<file path="src/rtl/smul_pkg.sv">
package smul_pkg;

   typedef enum logic {
      SMUL_BYTE = 1'b0,
      SMUL_WORD = 1'b1
   } smul_mode_e;

   // Picks the total latency class of one operation
   function automatic int unsigned smul_pick_latency(
      input logic        is_word,
      input logic        is_zero,
      input logic        is_neg,
      input int unsigned lat_zero,
      input int unsigned lat_n_pos,
      input int unsigned lat_n_neg,
      input int unsigned lat_w_pos,
      input int unsigned lat_w_neg);
      if (is_zero)
         return lat_zero;
      else if (is_word)
         return is_neg ? lat_w_neg : lat_w_pos;
      else
         return is_neg ? lat_n_neg : lat_n_pos;
   endfunction

endpackage

</file>
<file path="src/rtl/smul_operand_prep.sv">
module smul_operand_prep
   import smul_pkg::*;
#(
   parameter int WIDE_W   = 16,
   parameter int NARROW_W = 8
) (
   input  smul_mode_e        mode,
   input  logic [WIDE_W-1:0] op_a,
   input  logic [WIDE_W-1:0] op_b,
   output logic [WIDE_W-1:0] mag_a,
   output logic [WIDE_W-1:0] mag_b,
   output logic              any_zero,
   output logic              prod_neg
);
   logic [WIDE_W-1:0] mag [2];
   logic [1:0]        is_zero;
   logic [1:0]        is_sign;

   for (genvar g = 0; g < 2; g++) begin : g_opnd
      logic [WIDE_W-1:0] raw;
      logic [WIDE_W-1:0] ext;
      assign raw = (g == 0) ? op_a : op_b;
      // byte operands are sign-extended so one datapath serves both modes
      assign ext = (mode == SMUL_WORD) ? raw
                 : {{(WIDE_W-NARROW_W){raw[NARROW_W-1]}}, raw[NARROW_W-1:0]};
      assign is_sign[g] = ext[WIDE_W-1];
      assign is_zero[g] = (ext == '0);
      // magnitude of the most negative value still fits as unsigned
      assign mag[g]     = is_sign[g] ? (~ext + WIDE_W'(1)) : ext;
   end

   assign mag_a    = mag[0];
   assign mag_b    = mag[1];
   assign any_zero = |is_zero;
   assign prod_neg = (is_sign[0] ^ is_sign[1]) & ~any_zero;

endmodule

</file>
<file path="src/rtl/smul_digit_core.sv">
module smul_digit_core #(
   parameter int MAG_W   = 16,
   parameter int DIGIT_W = 2,
   localparam int ACC_W  = 2 * MAG_W
) (
   input  logic             clk,
   input  logic             rst_n,
   input  logic             load,
   input  logic             step_en,
   input  logic [MAG_W-1:0] mag_a,
   input  logic [MAG_W-1:0] mag_b,
   output logic [ACC_W-1:0] acc
);
   logic [ACC_W-1:0] mcand_q;
   logic [MAG_W-1:0] mplier_q;
   logic [ACC_W-1:0] acc_q;
   logic [ACC_W-1:0] partial;

   if (DIGIT_W == 1) begin : g_radix2
      assign partial = mplier_q[0] ? mcand_q : '0;
   end else begin : g_radix_hi
      always_comb begin
         partial = '0;
         for (int j = 0; j < DIGIT_W; j++) begin
            if (mplier_q[j])
               partial = partial + (mcand_q << j);
         end
      end
   end

   always_ff @(posedge clk or negedge rst_n) begin
      if (!rst_n) begin
         mcand_q  <= '0;
         mplier_q <= '0;
         acc_q    <= '0;
      end else if (load) begin
         mcand_q  <= {{MAG_W{1'b0}}, mag_a};
         mplier_q <= mag_b;
         acc_q    <= '0;
      end else if (step_en) begin
         // once the multiplier is drained further steps add zero
         acc_q    <= acc_q + partial;
         mcand_q  <= mcand_q << DIGIT_W;
         mplier_q <= mplier_q >> DIGIT_W;
      end
   end

   assign acc = acc_q;

endmodule

</file>
<file path="src/rtl/smul_latency_timer.sv">
module smul_latency_timer #(
   parameter int CNT_W = 5
) (
   input  logic             clk,
   input  logic             rst_n,
   input  logic             load,
   input  logic [CNT_W-1:0] lat,
   output logic             busy,
   output logic             finish
);
   logic [CNT_W-1:0] cnt_q;
   logic             busy_q;

   always_ff @(posedge clk or negedge rst_n) begin
      if (!rst_n) begin
         cnt_q  <= '0;
         busy_q <= 1'b0;
      end else if (load) begin
         // start cycle is 1, done cycle is lat: lat-2 busy cycles remain
         cnt_q  <= lat - CNT_W'(2);
         busy_q <= 1'b1;
      end else if (busy_q) begin
         cnt_q <= cnt_q - CNT_W'(1);
         if (cnt_q == CNT_W'(1))
            busy_q <= 1'b0;
      end
   end

   assign busy   = busy_q;
   assign finish = busy_q && (cnt_q == CNT_W'(1));

endmodule

</file>
<file path="src/rtl/smul_early_out.sv">
module smul_early_out
   import smul_pkg::*;
#(
   parameter int WIDE_W     = 16,
   parameter int NARROW_W   = 8,
   parameter int DIGIT_W    = 2,
   parameter int LAT_ZERO   = 3,
   parameter int LAT_N_POS  = 12,
   parameter int LAT_N_NEG  = 13,
   parameter int LAT_W_POS  = 16,
   parameter int LAT_W_NEG  = 19
) (
   input  logic                clk,
   input  logic                rst_n,
   input  logic                start,
   input  logic                mode,
   input  logic [WIDE_W-1:0]   op_a,
   input  logic [WIDE_W-1:0]   op_b,
   output logic                busy,
   output logic                done,
   output logic [2*WIDE_W-1:0] product
);
   localparam int PROD_W  = 2 * WIDE_W;
   localparam int STEPS_W = WIDE_W / DIGIT_W;
   localparam int LAT_MAX = (LAT_W_NEG > LAT_N_NEG) ? LAT_W_NEG : LAT_N_NEG;
   localparam int LAT_MIN_FULL =
      (LAT_N_POS < LAT_W_POS) ? LAT_N_POS : LAT_W_POS;
   localparam int CNT_W   = $clog2(LAT_MAX + 1);

   // elaboration-time parameter checks
   if (NARROW_W >= WIDE_W || NARROW_W < 2) begin : g_bad_width
      $error("smul_early_out: NARROW_W must lie in [2, WIDE_W)");
   end
   if (WIDE_W % DIGIT_W != 0 || DIGIT_W < 1) begin : g_bad_digit
      $error("smul_early_out: DIGIT_W must divide WIDE_W");
   end
   if (LAT_ZERO < 3) begin : g_bad_zero_lat
      $error("smul_early_out: LAT_ZERO below 3 is not reachable");
   end
   if (LAT_MIN_FULL - 3 < STEPS_W) begin : g_bad_full_lat
      $error("smul_early_out: full latency too short for the digit steps");
   end
   if (LAT_N_NEG < LAT_N_POS || LAT_W_NEG < LAT_W_POS) begin : g_bad_neg_lat
      $error("smul_early_out: negative latency below positive latency");
   end

   smul_mode_e        mode_e;
   logic [WIDE_W-1:0] mag_a, mag_b;
   logic              any_zero, prod_neg;
   logic              accept, finish, busy_w;
   logic [CNT_W-1:0]  lat_sel;
   logic [PROD_W-1:0] acc;
   logic              zero_q, neg_q;
   logic              done_q;
   logic [PROD_W-1:0] prod_q;

   assign mode_e = smul_mode_e'(mode);
   assign accept = start && !busy_w;

   smul_operand_prep #(
      .WIDE_W  (WIDE_W),
      .NARROW_W(NARROW_W)
   ) u_prep (
      .mode    (mode_e),
      .op_a    (op_a),
      .op_b    (op_b),
      .mag_a   (mag_a),
      .mag_b   (mag_b),
      .any_zero(any_zero),
      .prod_neg(prod_neg)
   );

   assign lat_sel = CNT_W'(smul_pick_latency(mode_e == SMUL_WORD, any_zero,
                      prod_neg, LAT_ZERO, LAT_N_POS, LAT_N_NEG,
                      LAT_W_POS, LAT_W_NEG));

   smul_latency_timer #(.CNT_W(CNT_W)) u_timer (
      .clk   (clk),
      .rst_n (rst_n),
      .load  (accept),
      .lat   (lat_sel),
      .busy  (busy_w),
      .finish(finish)
   );

   smul_digit_core #(
      .MAG_W  (WIDE_W),
      .DIGIT_W(DIGIT_W)
   ) u_core (
      .clk    (clk),
      .rst_n  (rst_n),
      .load   (accept),
      .step_en(busy_w),
      .mag_a  (mag_a),
      .mag_b  (mag_b),
      .acc    (acc)
   );

   always_ff @(posedge clk or negedge rst_n) begin
      if (!rst_n) begin
         zero_q <= 1'b0;
         neg_q  <= 1'b0;
         done_q <= 1'b0;
         prod_q <= '0;
      end else begin
         if (accept) begin
            zero_q <= any_zero;
            neg_q  <= prod_neg;
         end
         done_q <= finish;
         if (finish) begin
            if (zero_q)
               prod_q <= '0;
            else if (neg_q)
               prod_q <= ~acc + PROD_W'(1);
            else
               prod_q <= acc;
         end
      end
   end

   assign busy    = busy_w;
   assign done    = done_q;
   assign product = prod_q;

endmodule

</file>
<file path="config.mk">
export PLATFORM = sky130hd
export DESIGN_NAME = smul_early_out
export DESIGN_NICKNAME = d
export VERILOG_FILES = /design/src/rtl/smul_pkg.sv /design/src/rtl/smul_operand_prep.sv /design/src/rtl/smul_digit_core.sv /design/src/rtl/smul_latency_timer.sv /design/src/rtl/smul_early_out.sv
export SDC_FILE = /design/constraint.sdc
export NUM_CORES = 1
export LEC_CHECK = 0
export ABC_AREA = 1
export BUFFER_PORTS_ARGS = -buffer_cell sky130_fd_sc_hd__buf_2
export CELL_PAD_IN_SITES_DETAIL_PLACEMENT = 1
export CELL_PAD_IN_SITES_GLOBAL_PLACEMENT = 1
export CORE_ASPECT_RATIO = 0.9
export CORE_MARGIN = 2
export CORE_UTILIZATION = 40
export DETAILED_ROUTE_END_ITERATION = 10
export PLACE_DENSITY_LB_ADDON = 0.1
export SYNTH_ARGS = -nofsm -noshare
export SYNTH_HDL_FRONTEND = slang
export SYNTH_HIERARCHICAL = 1
export SYNTH_SLANG_ARGS = --single-unit
export TNS_END_PERCENT = 5
</file>
<file path="constraint.sdc">
create_clock -name clk -period 5 [get_ports clk]
set_input_delay 1 -clock clk [delete_from_list [all_inputs] [get_ports clk]]
set_output_delay 1 -clock clk [all_outputs]
set_load 0.02 [all_outputs]
</file>
==> impl_results.md <==
* Cell Rows at 58
* Sequential area share after synthesis at 27.1%
* Routed vias at 11600
* Delay-heaviest family, CP: compound AO/OA/AOI/OAI gates
* Resize count post-CTS at 0
* Max-slew violations at 0
* CTS tree: built
* Post-Route WL at 37.1 mm
* Post-Synthesis Cells at 1732
* Post-synth top area cell: dfrtp_1
* Hold buffers post-CTS at 0
* EDFF count, synth at 0
* Crit-path max cell delay at 0.42 ns
* Post-synth top cells: 487 x nand2_1, 200 x inv_1, 178 x nor2_1
* Worst Tran Pin Value at 1.18 ns
* Drt pass-1 iters at 8
* Layout cells sized above 1 at 11.0%
* Final Setup Violations at 0
* Crit path capture type: flop
* Largest net degree at the start of global routing at 56
* CORE AREA at 27700 µm²
* Max VDD drop at 266 µV
* Fraction of registers with async set/reset at 100%
* Initial Utilization at 40.3%
* Worst EP required at 5.38 ns
* Clock share of power at 15.8%
* Power per cell area at 676 nW/µm²
* Total of max-cap violations at 0
* Total power draw at 0.00840 W
* Synth Flop Type: dfrtp_1
* Dpl cell area at 11800 µm²
* Switch share at 53.9%
* Yosys warns at 6
* HPWL Detailed at 29.0 mm
* Worst Skew at 0.0105 ns
* Design Area, Final at 12400 µm²
* LEAKAGE at 6.22 nW
* Worst-path clk slew at 0.07 ns
* Layout Nets at 1878
* Syn_area_per_cell at 6.45 µm²
* Filler instances at 3727
* Overflow after GRT at 0
* Int Power at 0.00387 W
* Initial antenna violation count at 0
* Arr. time, crit path at 4.95 ns
* Clk_lat worst skew at 0.44 ns
* I/O pin total at 70
* Full die area at 29300 µm²
* Synth top area share at 27.1%
* FF/Latch Area at 3030 µm²
* Post-CTS Setup Inserts at 0
* Clock Sinks at 121
* Reg power frac at 23.6%
* Clock root buffer: clkbuf_16
* RD Place Congestion at 0.868
* Gate power share at 60.6%
* Syn nets at 1825
* Die W at 180 µm
* ANT nets after route at 0
* Crit Path Class: reg -> reg
* Flops & latches, synth at 121
* Synth top area cells: dfrtp_1 27%, nand2_1 16%, inv_1 6.7%
* Maximum buffer depth of the clock tree at 2
* Final count of hold timing violations at 0
* Status: finished clean
* Yosys cell types at 61
* Vias/cell at 5.40
* Most frequent cell after synthesis: nand2_1
* GRT Total Usage at 25.9%
* Slowest cell on the critical path: dfrtp_1
* Minimum clock period at 4.57 ns
* PortBufs at 69
* Num CTS Buffers at 17
* Global-route wire length before repair at 61.3 mm
* DIE HEIGHT at 163 µm
* Vias in the first global route at 12000
* Drc violations at 0
* Startpoint Class: flop
* NetSw at 0.00453 W
* CP Buf/Inv Count at 6
* FMAX at 219 MHz
* Area of the multi-input gates at 7070 µm²
* Final Cycle Share at 91.4%
* DR iter-0 viols at 643
* Wire length per cell at 17.2 µm
* Area Overhead vs Synth at 11.3%
* RSZ-0062 raised after global routing: false
* Critical-path maximum fanout at 5
* Post-Syn Area at 11200 µm²
* Min-delay worst type: reg -> reg
* H-tree levels at 4
* Slew headroom at 21.5%
* Fin Setup TNS at 0 ns
* Ant. Diodes at 0
metal layers:
| layer | part of all wire [%] | global-route usage, % | vias to the layer above |
|---|---|---|---|
| li1 | - | - | 5788 |
| met1 | 50 | 35.6 | 5664 |
| met2 | 46 | 43.9 | 171 |
| met3 | 3.0 | 3.35 | 25 |
| met4 | 0.83 | 4.88 | 0 |
| met5 | 0 | 0 | - |
flip-flops by register name, summed over array words and instances, names as in the netlist:
register,count
u_timer/busy,1
zero_q,1
u_core/acc,32
u_core/mplier_q,16
neg_q,1
product,32
u_timer/cnt_q,5
done,1
u_core/mcand_q,32
worst reg2reg max path: cells and delay by family (launching register included):
| kind | cells | cell delay, ns |
|---|---|---|
| adder cells (fa/ha/maj) | 3 | 0.92 |
| AO/OA/AOI/OAI | 7 | 1.42 |
| flip-flops | 1 | 0.42 |
| buffers and inverters | 6 | 0.50 |
| AND/OR/NAND/NOR | 11 | 1.16 |
| XOR/XNOR | 1 | 0.09 |
cell families (layout without fill, tap and decap cells):
group           count (synthesis)  in the layout  share of synthesized area, %
fa+ha+maj                      57             57                          6.52
compound gates                347            347                          18.0
flops                         121            121                          27.1
simple gates                  901            901                          35.3
xor+xnor                       44             44                          3.45
buf+inv                       262            328                          9.67
path summary, 6_finish.rpt:
| check | slack [ns] | cells past startpoint | start | end |
|---|---|---|---|---|
| min in group asynchronous | 0.64 | 1 | rst_n | u_timer/cnt_q[2] |
| hold reg to reg | 0.48 | 2 | product[24] | product[24] |
| setup / recovery | 0.43 | 28 | u_core/mplier_q[0] | u_core/acc[22] |
| max in group asynchronous | 3.40 | 2 | rst_n | u_core/mcand_q[2] |
| hold / removal | 0.48 | 2 | product[24] | product[24] |
| setup reg to reg | 0.43 | 28 | u_core/mplier_q[0] | u_core/acc[22] |
power by group through the flow:
stage	clock network (W)	logic, W	registers [W]
after floorplan	0	0.00357	0.00191
after global placement	0	0.00486	0.00196
after global routing	0.00139	0.00574	0.00206
after detailed placement	0	0.00502	0.00199
final	0.00133	0.00509	0.00198
after CTS	0.00135	0.00507	0.00198
layout by cell type, fill, tap and decap left out, drive strengths merged, types with 2 or more instances in the layout:
master    instances
a22oi             4
nand3           138
xor2             29
o221ai           12
o211ai            7
o22ai            30
bufinv            3
a21boi            4
ha               55
nor3             16
nand2           516
dfrtp           121
a21oi            94
inv             218
o31ai             6
o21ai           152
fa                2
o21a              4
clkinvlp          3
a22o              3
nand3b           12
clkinv            6
a21o              6
nand4            10
xnor2            15
nor4              5
o21bai           12
or2              11
clkbuf           17
nor2            192
buf              81
a31oi             9
per-stage QoR:
step	hold WS (ns)	util [%]	setup WS, ns	std cells
3_5_place_dp	0.466	42.6	0.612	2126
2_1_floorplan	0.452	-	0.924	1732
4_1_cts	0.482	44.8	0.506	2158
6_report	0.477	44.8	0.432	2158
5_1_grt	0.508	44.8	0.0430	2158
3_3_place_gp	0.458	42.6	0.795	2126
layout make-up:
class,instances,area share [%]
inverters,215,6.53
clock buffers,17,3.42
well taps,360,3.62
multi-input cells,1349,56.9
flip-flops and latches,121,24.4
repair buffers,81,3.62
clock inverters,15,1.53
Note: power is estimated with default switching activity, not from simulation.
